<file path="src/rtl/irqgc_pkg.sv">
package irqgc_pkg;
  localparam int unsigned EN_POS  = 0;
  localparam int unsigned INS_POS = 1;
  localparam int unsigned LIVE_W  = 2;

  typedef struct packed {
    logic ins;
    logic en;
  } ctrl_t;

  typedef enum logic [1:0] {
    INS_HOLD  = 2'd0,
    INS_SET   = 2'd1,
    INS_CLEAR = 2'd2,
    INS_LOAD  = 2'd3
  } ins_op_e;
endpackage

</file>
<file path="src/rtl/irqgc_ctrl_reg.sv">
module irqgc_ctrl_reg
  import irqgc_pkg::*;
#(
  parameter int unsigned DATA_W = 8
) (
  input  logic              clk,
  input  logic              rst,
  input  logic              irq_ack,
  input  logic              irq_return,
  input  logic              reg_we,
  input  logic [DATA_W-1:0] reg_wdata,
  output ctrl_t             ctrl_q
);
  localparam int unsigned PAD_W = DATA_W - LIVE_W;

  ins_op_e ins_op;
  logic    unused_hi;

  // Fixed priority for the in-service bit: acknowledge, then return, then write.
  always_comb begin
    if (irq_ack)         ins_op = INS_SET;
    else if (irq_return) ins_op = INS_CLEAR;
    else if (reg_we)     ins_op = INS_LOAD;
    else                 ins_op = INS_HOLD;
  end

  always_ff @(posedge clk) begin
    if (rst) begin
      ctrl_q <= '0;
    end else begin
      if (reg_we) ctrl_q.en <= reg_wdata[EN_POS];
      unique case (ins_op)
        INS_SET:   ctrl_q.ins <= 1'b1;
        INS_CLEAR: ctrl_q.ins <= 1'b0;
        INS_LOAD:  ctrl_q.ins <= reg_wdata[INS_POS];
        default:   ctrl_q.ins <= ctrl_q.ins;
      endcase
    end
  end

  // Reserved write bits carry no state.
  assign unused_hi = ^reg_wdata[DATA_W-1 -: PAD_W];
endmodule

</file>
<file path="src/rtl/irqgc_req_gate.sv">
module irqgc_req_gate
  import irqgc_pkg::*;
(
  input  logic  clk,
  input  logic  rst,
  input  ctrl_t ctrl_q,
  input  logic  irq_pending,
  output logic  cpu_irq
);
  logic allow;

  assign allow = ctrl_q.en & ~ctrl_q.ins;

  always_ff @(posedge clk) begin
    if (rst) cpu_irq <= 1'b0;
    else     cpu_irq <= allow & irq_pending;
  end
endmodule

</file>
<file path="src/rtl/irq_gate_ctrl.sv">
module irq_gate_ctrl
  import irqgc_pkg::*;
#(
  parameter int unsigned DATA_W = 8
) (
  input  logic              clk,
  input  logic              rst,
  input  logic              irq_pending,
  input  logic              irq_ack,
  input  logic              irq_return,
  input  logic              reg_we,
  input  logic [DATA_W-1:0] reg_wdata,
  output logic              cpu_irq,
  output logic [DATA_W-1:0] reg_rdata
);
  localparam int unsigned PAD_W = DATA_W - LIVE_W;

  ctrl_t ctrl_q;

  irqgc_ctrl_reg #(.DATA_W(DATA_W)) reg_i (
    .clk        (clk),
    .rst        (rst),
    .irq_ack    (irq_ack),
    .irq_return (irq_return),
    .reg_we     (reg_we),
    .reg_wdata  (reg_wdata),
    .ctrl_q     (ctrl_q)
  );

  irqgc_req_gate gate_i (
    .clk         (clk),
    .rst         (rst),
    .ctrl_q      (ctrl_q),
    .irq_pending (irq_pending),
    .cpu_irq     (cpu_irq)
  );

  assign reg_rdata = {{PAD_W{1'b0}}, ctrl_q.ins, ctrl_q.en};
endmodule

</file>
<file path="config.mk">
export PLATFORM = sky130hd
export DESIGN_NAME = irq_gate_ctrl
export DESIGN_NICKNAME = d
export VERILOG_FILES = /design/src/rtl/irqgc_pkg.sv /design/src/rtl/irqgc_ctrl_reg.sv /design/src/rtl/irqgc_req_gate.sv /design/src/rtl/irq_gate_ctrl.sv
export SDC_FILE = /design/constraint.sdc
export NUM_CORES = 1
export LEC_CHECK = 0
export BUFFER_PORTS_ARGS = -buffer_cell sky130_fd_sc_hd__buf_2
export CAP_MARGIN = 40
export CORE_AREA = 2 2 39 41
export CTS_CLUSTER_SIZE = 24
export DETAILED_ROUTE_END_ITERATION = 6
export DIE_AREA = 0 0 41 43
export GPL_TIMING_DRIVEN = 0
export PLACE_DENSITY = 0.51
export SLEW_MARGIN = 20
export SYNTH_ARGS = -nofsm -noshare
export SYNTH_HDL_FRONTEND = slang
export SYNTH_SLANG_ARGS = --single-unit
</file>
<file path="constraint.sdc">
create_clock -name clk -period 0.8 [get_ports clk]
set_clock_uncertainty 0.2 [all_clocks]
set_input_delay 0.2 -clock clk [delete_from_list [all_inputs] [get_ports clk]]
set_output_delay 0.2 -clock clk [all_outputs]
set_load 0.02 [all_outputs]
</file>
; Word level (Yosys, flattened, before mapping)
; Index checks and enable logic that the tools add are counted.
[op_classes]
n_eq_ne = 3
muxes = 4
bitwise_logic = 3
n_reduce_logical = 1
[op_table]
columns = cell, count
row1 = $mux 2, 3
row2 = $eq 2x2->1 const B, 2
row3 = $pmux 1 s3, 1
row4 = $reduce_bool 3->1, 1
row5 = $and 1x1->1, 2
row6 = $eq 2x1->1 const B, 1
row7 = $not 1->1, 1
[word_totals]
ff_bits = 3
inputBits = 14
output_inout_bits = 9
elab_cells = 14

; Logic depth before layout (Yosys ltp)
[depth]
depth_word = 5
depth_mapped = 2
depth_no_buf = 2

; Hierarchy
; A second synthesis with hierarchy kept.
[hier_totals]
hier_cells = 16
area_unflattened_um2 = 163.9
[by_module_without_submodules]
columns = module, instances, cells_per_inst, area_per_inst_um2
row1 = irqgc_ctrl_reg, 1, 7, 82.6
row2 = irq_gate_ctrl, 1, 7, 48.8
row3 = irqgc_req_gate, 1, 2, 32.5

; Worst setup path after synthesis
; Ideal clock, no wire load.
[synth_timing]
path_type = flip-flop to flip-flop
from = register reg_i.ctrl_q[1] (netlist name)
to = register reg_i.ctrl_q[1] (netlist name)
setup_time_ns = 0.084
arrival_time_ns = 0.703
t_required_ns = 0.516
path_slack_ns = -0.188
path_stages_with_launch = 3
period_less_slack_ns = 0.988
cell_sequence = dfxtp_1 > mux2i_1 > o31ai_2

; Final worst setup path
[layout_timing]
from = register reg_i.ctrl_q[1] (netlist name)
to = output reg_rdata[1]
[layout_lines]
columns = item, line_no
row1 = "end, declared", irq_gate_ctrl.sv:14  ; output logic [DATA_W-1:0] reg_rdata
; No word-level cell between the ends.

==> qor_table.md <==
| Parameter | Value |
|:---|:---|
| Status | finished with violations |
| Failing checks | negative hold slack, negative setup slack |
| Syn avg cell area | 10.1 µm² |
| Synth-to-Final Area Change | 93.8% |
| Avg WL per Cell | 6.67 µm |
| Reg-to-reg setup timing slack | -0.11 ns |
| # Max-Cap Violations | 0 |
| Vias in the first global route | 137 |
| Max Root-Sink Buffers | 2 |
| TritonCTS buffer count | 3 |
| Max IR drop VDD | 0.223 mV |
| Leftover overflow at the end of global routing | 0 |
| Top cell family by delay on the critical path | flip-flops |
| Total number of vias | 156 |
| Delay contributed by the slowest stage of the critical path | 0.34 ns |
| Cell breakdown of the critical path | buf_6 |
| Depth of the CTS H-tree | 1 |
| Clock tree from TritonCTS | yes |
| Die area | 1760 µm² |
| Residual antenna-violating net count after detailed routing | 0 |
| Worst r2r dst | reg_i.ctrl_q[0] |
| Horizontal die dimension | 41 µm |
| Overall Global Routing Usage | 4.50% |
| Required time reported for the critical path endpoint | 0.40 ns |
| Total leakage power | 0.000167 µW |
| Slowest stage cell, crit path | dfxtp_4 |
| Final net count | 51 |
| Via density per instance | 3.00 |
| Number of antenna violations at the first check in global routing | 0 |
| Number of library cell types mapped by synthesis | 8 |
| Maximum fanout encountered on the critical timing path | 3 |
| Worst r2r path cells | 3 |
| IO buf count | 10 |
| Min Tclk post-route | 1.09 ns |
| CTS sink count | 3 |
| Largest net degree at the start of global routing | 5 |
| Clock slew at the register clock pins of the worst setup and hold paths | 0.03 ns |
| Core region area | 1380 µm² |
| Final worst hold slack | -0.0474 ns |
| Wire length of the first global-routing pass | 441 µm |
| Pre-Repair DR Iteration Count | 1 |
| Proportion of layout cells with a drive suffix above 1 | 66.7% |
| Setup slack at placement | -0.114 ns |
| Commonest non-fill, non-tap cell in the layout | buf_2 |
| Setup TNS after final layout | -1.11 ns |
| Category of the worst setup path capture point | output pin |
| Final Worst Setup Slack | -0.291 ns |
| Synth Cell Area | 161 µm² |
| Starting density of the core | 11.7% |
| Cell chosen for the clock root | clkbuf_4 |
| Filler-free cell count of the finished design | 52 |
| Setup repair after global routing missed its margin | true |
| Setup Crit Path Kind | flop to output pin |
| Sort of element at the start of the critical path | flop |
| Data arrival time at the worst-slack endpoint | 0.69 ns |
| Total wirelength of the detailed-routed design | 347 µm |
| I/O pin count | 23 |
| DRC viols | 0 |
| Filler cell count in the final layout | 155 |
| Count of state elements after synthesis | 3 |
| Origin of the critical flop-to-flop path | reg_i.ctrl_q[0] |
| Maximum operating frequency | 916 MHz |
| N_diodes | 0 |
| Yosys synthesis warning count | 0 |
| Hold depth | 2 |
| Core Rows | 14 |
| Most frequent cells in the layout | buf_2 (7), buf_4 (6), conb_1 (6), buf_6 (4), clkbuf_4 (3) |
| Type of the worst min-delay path | primary input to flop |
| Clk Latency, worst-skew pair | 0.23 ns |
| Hold Violations, Final | 3 |
| Hold Path Sink | reg_i.ctrl_q[1] |
| Critical path buffer and inverter count | 1 |
| Routability cong. | 0.418 |
| Slew Viols, Final | 0 |
| Power per standard cell area | 1760 nW/µm² |
| Violation count after the first detailed-routing iteration | 0 |
| Hold path startpoint | irq_return |
| Post-route fraction of the period consumed by the critical path | 136% |
| Inst Count DP | 47 |
| Synthesized instance count | 16 |
| Y dimension of the die | 43 µm |
| Part of the Yosys area used for sequential elements | 37.2% |
| Final number of setup-violating endpoints | 6 |
metrics by stage:
stage	util [%]	area, µm²	power, µW
after floorplan	-	185	239
final	22.6	313	552
after CTS	22.6	313	563
after detailed placement	18.4	255	269
after global routing	22.6	313	586
after global placement	18.4	255	269
layer usage:
layer	GRT usage, %	vias to the layer above	share of wire [%]	wire (µm)
li1	-	80	-	-
met1	1.91	65	30	105
met2	7.50	11	55	191
met3	1.57	0	15	51
met4	8.00	0	0	0
met5	0	-	0	0
worst reg2reg max path, cell delays in order (launching register included):
cell,delay (ns)
dfxtp_2,0.32
buf_6,0.11
mux2i_1,0.12
nor2_1,0.05
state kept, by name, summed over array words and instances (netlist names):
signal / count
reg_i.ctrl_q: 2
gate_i.cpu_irq: 1
cell usage after synthesis:
master    n  area share (%)
buf_4     6              28
nor4bb_1  1             6.2
nor2_1    1             2.3
mux2i_1   2              12
conb_1    1             2.3
nand2b_1  1             3.9
o31ai_2   1             7.8
dfxtp_1   3              37
area by class of cell:
type                    instances  area, µm²  area share (%)
repair buffers                 11       80.1            25.6
multi-input cells              12       75.1            24.0
flip-flops and latches          3       66.3            21.2
plain buffers                   6       45.0            14.4
clock buffers                   4       26.3            8.40
well taps                      16       20.0            6.40
power breakdown:
part	internal (µW)	switching, µW	total (µW)
registers	159	6.51	166
clock network	187	80.0	267
logic	62.2	56.8	119
how the worst max path moves through the flow:
stage	startpoint	to	slack, ns	depth (start not counted)
floorplan	reg_i.ctrl_q[1]	reg_i.ctrl_q[1]	-0.08	2
global placement	reg_we	reg_i.ctrl_q[1]	-0.12	3
detailed placement	reg_we	reg_i.ctrl_q[1]	-0.11	3
CTS	reg_i.ctrl_q[1]	reg_rdata[1]	-0.30	1
global route	reg_i.ctrl_q[1]	reg_rdata[1]	-0.32	1
finish	reg_i.ctrl_q[1]	reg_rdata[1]	-0.29	1
cells by family (layout without fill, tap and decap cells):
family | count (synthesis) | in the layout | share of synthesized area, %
buf+inv | 6 | 21 | 27.9
mux | 2 | 2 | 12.4
compound gates | 1 | 1 | 7.75
other cells | 1 | 6 | 2.32
simple gates | 3 | 3 | 12.4
flops | 3 | 3 | 37.2
what timing repair did:
action / in CTS / in global routing
endpoints found under the setup margin: 5 / 6
gates resized for setup: 8 / 0
hold endpoints to repair: 3 / 3
setup buffers: 1 / 0
cloned: 0 / 0
No activity file was read; power rests on OpenSTA's default activity.
